File: src/rtl/tka_pkg.sv
package tka_pkg;
  typedef enum logic [1:0] {
    AKS_OFF     = 2'b00,
    AKS_PAIRS   = 2'b01,
    AKS_ALL     = 2'b10,
    AKS_ALL_ALT = 2'b11
  } aks_mode_e;

  typedef enum logic [1:0] {
    FMT_LOW_PP  = 2'b00,
    FMT_HIGH_PP = 2'b01,
    FMT_LOW_OD  = 2'b10,
    FMT_BIN     = 2'b11
  } out_fmt_e;

  typedef struct packed {
    logic binMode;
    logic actLow;
    logic openDrain;
  } drive_ctrl_t;
endpackage

File: src/rtl/tka_datapath.sv
module tka_datapath
  import tka_pkg::*;
#(
  parameter int NumKeys = 8,
  parameter int DeltaW  = 8,
  parameter int CodeW   = 3
) (
  input  logic                      clk,
  input  logic                      rstN,
  input  logic [NumKeys-1:0]        candFlags,
  input  logic [NumKeys-1:0]        keyEnable,
  input  logic [NumKeys*DeltaW-1:0] keyDelta,
  input  logic [1:0]                aksMode,
  input  drive_ctrl_t               drv,
  input  logic [CodeW-1:0]          codeOut,
  output logic [NumKeys-1:0]        activeNext,
  output logic [NumKeys-1:0]        activeReg,
  output logic [NumKeys-1:0]        outData,
  output logic [NumKeys-1:0]        outOe,
  output logic                      detData,
  output logic                      detOe
);
  logic [DeltaW-1:0]  dl [NumKeys];
  logic [NumKeys-1:0] candEn;
  logic               anyActive;

  for (genvar k = 0; k < NumKeys; k++) begin : g_unpack
    assign dl[k] = keyDelta[k*DeltaW +: DeltaW];
  end

  assign candEn = candFlags & keyEnable;

  function automatic logic shareGroup(input int a, input int b, input logic [1:0] m);
    case (aks_mode_e'(m))
      AKS_OFF:   return 1'b0;
      AKS_PAIRS: return ((a >> 1) & 1) == ((b >> 1) & 1);
      default:   return 1'b1;
    endcase
  endfunction

  // suppression: a candidate loses to any stronger (or tie-preferred) peer
  always_comb begin
    activeNext = candEn;
    for (int i = 0; i < NumKeys; i++) begin
      for (int j = 0; j < NumKeys; j++) begin
        if (j != i && candEn[j] && shareGroup(i, j, aksMode)) begin
          if (dl[j] > dl[i]) activeNext[i] = 1'b0;
          else if (dl[j] == dl[i]) begin
            if (activeReg[j] && !activeReg[i]) activeNext[i] = 1'b0;
            else if ((activeReg[j] == activeReg[i]) && (j < i)) activeNext[i] = 1'b0;
          end
        end
      end
    end
  end

  always_ff @(posedge clk or negedge rstN) begin
    if (!rstN) activeReg <= '0;
    else       activeReg <= activeNext;
  end

  assign anyActive = |activeReg;

  always_comb begin
    outData = '0;
    outOe   = '1;
    detData = anyActive;
    detOe   = 1'b1;
    if (drv.binMode) begin
      outData[CodeW-1:0] = codeOut;
    end else if (drv.openDrain) begin
      outOe   = activeReg;
      detData = 1'b0;
      detOe   = anyActive;
    end else if (drv.actLow) begin
      outData = ~activeReg;
      detData = ~anyActive;
    end else begin
      outData = activeReg;
    end
  end

  // R2 global suppression leaves at most one active key
  a_r2_global_single: assert property (@(posedge clk) disable iff (!rstN)
    (aksMode[1]) |=> ($countones(activeReg) <= 1));
  // R3 grouped suppression leaves at most one per group
  a_r3_group_single: assert property (@(posedge clk) disable iff (!rstN)
    (aksMode == AKS_PAIRS) |=> (($countones(activeReg & 8'h33) <= 1) &&
                               ($countones(activeReg & 8'hCC) <= 1)));
  // R4 only enabled candidates become active
  a_r4_enabled_only: assert property (@(posedge clk) disable iff (!rstN)
    1'b1 |=> ((activeReg & ~$past(candFlags & keyEnable)) == '0));
  // R9 open-drain lines never drive high
  always_comb begin
    if (rstN && drv.openDrain && !drv.binMode)
      a_r9_od_low: assert ((outData & outOe) == '0);
  end
endmodule

File: src/rtl/tka_control.sv
module tka_control
  import tka_pkg::*;
#(
  parameter int NumKeys = 8,
  parameter int CodeW   = 3
) (
  input  logic               clk,
  input  logic               rstN,
  input  logic [NumKeys-1:0] activeNext,
  input  logic [NumKeys-1:0] activeReg,
  input  logic [1:0]         outFormat,
  input  logic [1:0]         aksMode,
  input  logic               fastReq,
  output drive_ctrl_t        drv,
  output logic [CodeW-1:0]   codeOut,
  output logic               fastGrant
);
  logic             holdValid;
  logic [CodeW-1:0] holdKey;
  logic [CodeW-1:0] lowIdx;

  always_comb begin
    lowIdx = '0;
    for (int k = NumKeys - 1; k >= 0; k--) begin
      if (activeNext[k]) lowIdx = CodeW'(k);
    end
  end

  always_ff @(posedge clk or negedge rstN) begin
    if (!rstN) begin
      holdValid <= 1'b0;
      holdKey   <= '0;
    end else if (!(holdValid && activeNext[holdKey])) begin
      holdValid <= |activeNext;
      holdKey   <= (|activeNext) ? lowIdx : '0;
    end
  end

  assign codeOut       = holdValid ? holdKey : '0;
  assign drv.binMode   = (out_fmt_e'(outFormat) == FMT_BIN);
  assign drv.openDrain = (out_fmt_e'(outFormat) == FMT_LOW_OD);
  assign drv.actLow    = (out_fmt_e'(outFormat) == FMT_LOW_PP) || drv.openDrain;
  assign fastGrant     = fastReq && (aks_mode_e'(aksMode) == AKS_OFF);

  // R6 a held key that stays active keeps the code
  a_r6_hold_stable: assert property (@(posedge clk) disable iff (!rstN)
    (holdValid && activeNext[holdKey]) |=> (holdValid && $stable(holdKey)));
  // R8 a code is held exactly when some key is active
  a_r8_valid_match: assert property (@(posedge clk) disable iff (!rstN)
    holdValid == (|activeReg));
  // R7 held key always names an active key
  a_r7_held_active: assert property (@(posedge clk) disable iff (!rstN)
    holdValid |-> activeReg[holdKey]);
endmodule

File: src/rtl/touch_key_arbiter.sv
module touch_key_arbiter
  import tka_pkg::*;
#(
  parameter int NumKeys = 8,
  parameter int DeltaW  = 8
) (
  input  logic                      clk,
  input  logic                      rstN,
  input  logic [NumKeys-1:0]        candFlags,
  input  logic [NumKeys-1:0]        keyEnable,
  input  logic [NumKeys*DeltaW-1:0] keyDelta,
  input  logic [1:0]                aksMode,
  input  logic [1:0]                outFormat,
  input  logic                      fastReq,
  output logic [NumKeys-1:0]        outData,
  output logic [NumKeys-1:0]        outOe,
  output logic                      detData,
  output logic                      detOe,
  output logic                      fastGrant
);
  localparam int CodeW = $clog2(NumKeys);

  drive_ctrl_t        drv;
  logic [CodeW-1:0]   codeOut;
  logic [NumKeys-1:0] activeNext;
  logic [NumKeys-1:0] activeReg;

  tka_datapath #(.NumKeys(NumKeys), .DeltaW(DeltaW), .CodeW(CodeW)) dp_i (
    .clk(clk), .rstN(rstN), .candFlags(candFlags), .keyEnable(keyEnable),
    .keyDelta(keyDelta), .aksMode(aksMode), .drv(drv), .codeOut(codeOut),
    .activeNext(activeNext), .activeReg(activeReg), .outData(outData),
    .outOe(outOe), .detData(detData), .detOe(detOe)
  );

  tka_control #(.NumKeys(NumKeys), .CodeW(CodeW)) ctl_i (
    .clk(clk), .rstN(rstN), .activeNext(activeNext), .activeReg(activeReg),
    .outFormat(outFormat), .aksMode(aksMode), .fastReq(fastReq), .drv(drv),
    .codeOut(codeOut), .fastGrant(fastGrant)
  );
endmodule

File: config.mk
export PLATFORM = sky130hd
export DESIGN_NAME = touch_key_arbiter
export DESIGN_NICKNAME = d
export VERILOG_FILES = /design/src/rtl/tka_pkg.sv /design/src/rtl/tka_datapath.sv /design/src/rtl/tka_control.sv /design/src/rtl/touch_key_arbiter.sv
export SDC_FILE = /design/constraint.sdc
export NUM_CORES = 1
export LEC_CHECK = 0
export CAP_MARGIN = 30
export CORE_ASPECT_RATIO = 0.75
export CORE_MARGIN = 4
export CORE_UTILIZATION = 26
export DETAILED_ROUTE_END_ITERATION = 10
export PLACE_DENSITY_LB_ADDON = 0.08
export SYNTH_ARGS = -nofsm -noshare
export SYNTH_HDL_FRONTEND = slang
export SYNTH_SLANG_ARGS = --single-unit
File: constraint.sdc
create_clock -name clk -period 4.2 [get_ports clk]
set_clock_uncertainty 0.05 [all_clocks]
set_input_delay 0.63 -clock clk [delete_from_list [all_inputs] [get_ports clk]]
set_output_delay 0.63 -clock clk [all_outputs]
set_load 0.03 [all_outputs]
# Word level (Yosys, flattened, before mapping)
# Cells that the tools add are included.
# word_totals
register_bits,12
inputBits,87
out_inout_bits,19
wordCells,515
# classes
magnitude_cmp,57
n_eq_ne,87
n_mux,277
bitwise,3
reduce_logical,88
# op_table
operator,count
== test 8 bit,56
> comparator 8 bit,56
2-to-1 mux 1 bit,260
logical AND 1 bit,74
2-to-1 mux 3 bit,11
2-to-1 mux 8 bit,4
== test 1 bit,28
OR reduction 8 bit,2
bitwise AND 8 bit,1
zero test 1 bit,8
NOT 8 bit,1
2-to-1 mux 5 bit,1
"== test 2 bit, second input constant",2
zero test 2 bit,2
"less-than comparator 3 x 4 -> 1 bit, second input constant",1
binary-select mux 1 bit (select 3 bit),1
"== test 2 x 1 -> 1 bit, second input constant",1
OR reduction 2 bit,1
logical OR 1 bit,1
NOT 1 bit,1

# Longest topological paths before layout
# logic_depth
depth_word,45
ltp_mapped,12
ltp_nobuf,12

# Hierarchy
# A second synthesis with hierarchy kept.
# unflattened
cells_unflattened,952
hier_area_um2,7468.4
# modules_own_cells
module,n_inst,cells_each,area_each_um2,seq_area_each_um2
tka_datapath,1,919,7146.9,200.2
tka_control,1,33,321.6,100.1

# Worst setup path before layout
# No wires, ideal clock.
# synth_timing
kind,input port to flip-flop
start,input port keyDelta[5]
end,register ctl_i.holdKey[1]
setup_time_ns,0.079
t_arrival_ns,3.030
required_time_ns,4.071
slack_ns,1.041
path_stages,11
n_path_buf,0
cell_sequence,inv_1 ha_1 a21o_1 a21o_1 a21oi_2 a211oi_1 or4_4 o41a_1 a221oi_2 o21a_2 mux2i_1
# synth_via
elab_chain_cells,43
elab_cells_between_ends,278
classes_between,14 x order compare; 14 x eq/ne; 248 x mux; 2 x reduce/logical
# synth_rtl
item,line,source
start: declaration,touch_key_arbiter.sv:11,"input logic [NumKeys*DeltaW-1:0] keyDelta,"
"parallel branches: the longest is 43 deep, another holds > comparator 8 bit",n/a,
end signal: assignment,tka_control.sv:35,holdKey <= (|activeNext) ? lowIdx : '0;
end: declaration,tka_control.sv:19,logic [CodeW-1:0] holdKey;
# Several ways; the timed one is not identified. The select of a mux whose other input is x is not followed.
# A chain may end at the register's enable or synchronous reset.

# Final worst setup path
# layout_timing
start,input port keyDelta[43]
end,register ctl_i.holdKey[1]
# layout_via
elab_chain_cells,39
elab_cells_between_ends,142
classes_between,14 x order compare; 14 x eq/ne; 112 x mux; 2 x reduce/logical
# layout_rtl
item
"parallel branches: the longest is 39 deep, another holds > comparator 8 bit"
# Several ways; the timed one is not identified. The select of a mux whose other input is x is not followed.

==> impl_metrics.tcl <==
set metrics [dict create \
    hold_buffers 0 \
    synth_top_area_cell "ha_1" \
    cts_buffers 3 \
    core_mm2 0.0284 \
    synth-seq-area-share_pct 3.95 \
    syn_inst 973 \
    clk_pin_slew_ns 0.04 \
    dp_hpwl_mm 34.3 \
    antenna_left 0 \
    start_util_pct 26.8 \
    antenna_found_initial 0 \
    drv_slew 0 \
    grt_pass1_vias 7984 \
    die_area_mm2 0.0321 \
    drive_gt1_share_pct 12.2 \
    cts_setup_buffers 0 \
    grt_pass1_wl_mm 55.5 \
    die-width_um 205 \
    finalHoldViolations 0 \
    synth_edf_count 0 \
    synth-seq-cells 12 \
    yosys_warnings 0 \
    power.total_mw 1.63 \
    wl_per_cell_um 24.7 \
    crit_path_end_kind "register" \
    min_period_over_period_pct 93.1 \
    grt_usage_pct 23.7 \
    power_density_mw_per_mm2 159 \
    slew_headroom_pct 47.6 \
    r2r_cells 10 \
    synth_nets 1344 \
    row_count 53 \
    startpoint "keyDelta[43]" \
    synth.cell_area_mm2 0.00760 \
    p_leak_nw 4.83 \
    start_kind "primary input" \
    holdCritPathClass "reg -> reg" \
    layout.nets 1578 \
    io_buffers 105 \
    synth.top_cell.area_share_pct 46.8 \
    mostFrequentLayoutCell "ha_1" \
    grt_max_degree 17 \
    cap_violations 0 \
    critPathMaxFanout 4 \
    drtIter0Drc 918 \
    rsz0062_at_grt "no" \
    fin_crit_ns 3.91 \
    required_ns 4.31 \
    reg2reg_from "dp_i.activeReg[7]" \
    insertion_delay_ns 0.24 \
    hold_depth 2 \
    htree_levels 1 \
    dr.pass1.iters 6 \
    status "finished, final reports clean" \
    arrival_ns 4.02 \
    max_freq_mhz 256 \
    cts_buffer_depth 2 \
    cts_resized 0 \
    via_count 8565 \
    grt-ovfl-total 0 \
    area_growth_pct 34.8 \
    worstSetupPathType "in -> reg" \
    ir_drop_mv 0.137 \
    antenna_cells 0 \
    cts_tree "yes" \
    reg2reg_slack_ns 0.80 \
    synthArstFlopShare_pct 100 \
    wirelength_mm 39.2 \
    fin_tns_setup_ns 0 \
    ctsRootBufferMaster "clkbuf_16" \
    rr_endpoint "ctl_i.holdKey[1]" \
    min_from "ctl_i.holdKey[1]" \
    nFillCells 3039 \
    mostFrequentLayoutCells "ha_1, buf_4, a21oi_1, clkdlybuf4s50_1, inv_1" \
    worstMarginPinSlew_ns 0.778 \
    avgSynthCellArea_um2 7.81 \
    hold_path_end "ctl_i.holdKey[1]" \
    drc 0 \
    setup_viol 0 \
    yosysUniqueCellTypes 62 \
    place_congestion 0.927 \
    cts_sinks 12 \
    ios 106 \
    synth_area_leaders "ha_1, a21oi_1, nand4_1" \
    synthFlopType "dfrtp_1" \
    vias_per_cell 5.39 \
    die_height_um 156 \
]
## sequential cells by signal (all words and copies together), names as in the netlist
| register | flops |
|---|---|
| ctl_i.holdKey | 3 |
| ctl_i.holdValid | 1 |
| dp_i.activeReg | 8 |
## cell usage after synthesis (all sizes together) (4+ instances only)
cell type and count:
a211oi 9, a21o 12, a21oi 106, a31oi 24, and2 4, and3 4
dfrtp 12, ha 284, inv 93, nand2 50, nand3 20, nand4 58
nor2 58, nor2b 29, nor3 21, nor4 19, o211ai 28, o21a 6
o21ai 49, o22ai 4, o311ai 5, o31ai 6, o32a 4, or2 5
or3 7, or4 6, xor2 8
## per-layer routing
metal	GRT usage, %	vias up	share of wire, %
li1	-	4213	-
met1	36.9	3990	51
met2	34.1	338	39
met3	4.78	24	8.5
met4	3.06	0	1.5
met5	0	-	0
## critical path, cell delays in order
cell	delay, ns
clkdlybuf4s50_1	0.62
inv_1	0.19
ha_1	0.35
nand4_1	0.25
nor2_1	0.22
a21oi_1	0.10
and2_1	0.14
a2111oi_0	0.38
nand4bb_1	0.33
a221oi_2	0.39
o21a_2	0.22
mux2i_1	0.18
## worst max path at each step
stage	depth (start not counted)	slack, ns	to
3_5_place_dp	14	0.08	ctl_i.holdKey[1]
4_1_cts	14	0.30	ctl_i.holdKey[1]
5_1_grt	14	0.06	ctl_i.holdKey[1]
3_3_place_gp	12	0.12	ctl_i.holdKey[1]
2_1_floorplan	11	1.04	ctl_i.holdKey[1]
6_report	12	0.29	ctl_i.holdKey[1]
## area by class of cell
cell class / instances / area [um2] / share of cell area (%)
clock buffer: 3 / 75.1 / 0.733
tap: 385 / 482 / 4.70
inverter: 94 / 353 / 3.44
multi-input combinational: 861 / 6920 / 67.6
sequential: 12 / 300 / 2.93
timing repair buffer: 235 / 2110 / 20.6
## cells by family (layout without fill, tap and decap cells)
group / after synthesis / after routing / share of synthesized area (%)
xor+xnor: 8 / 8 / 0.922
mux: 2 / 2 / 0.280
fa+ha+maj: 284 / 284 / 46.8
flops: 12 / 12 / 3.95
buf+inv: 100 / 332 / 4.96
simple gates: 291 / 291 / 20.3
compound gates: 276 / 276 / 22.9
## where the power goes
group          leakage [nW]  internal (mW)  switching, mW
clock                0.0370          0.123         0.0440
combinational          4.64          0.534          0.747
sequential            0.156          0.137         0.0408
## through the flow
step | setup WS, ns | cells | cell area, um2 | hold WS [ns] | util [%]
global placement | 0.124 | 1587 | 10200 | 0.711 | 35.8
finish | 0.292 | 1590 | 10200 | 0.710 | 36.1
detailed placement | 0.0841 | 1587 | 10200 | 0.699 | 35.8
floorplan | 1.04 | 973 | 7600 | 0.284 | -
CTS | 0.301 | 1590 | 10200 | 0.710 | 36.1
global route | 0.0588 | 1590 | 10200 | 0.734 | 36.1
(Power assumes the default switching activity.)
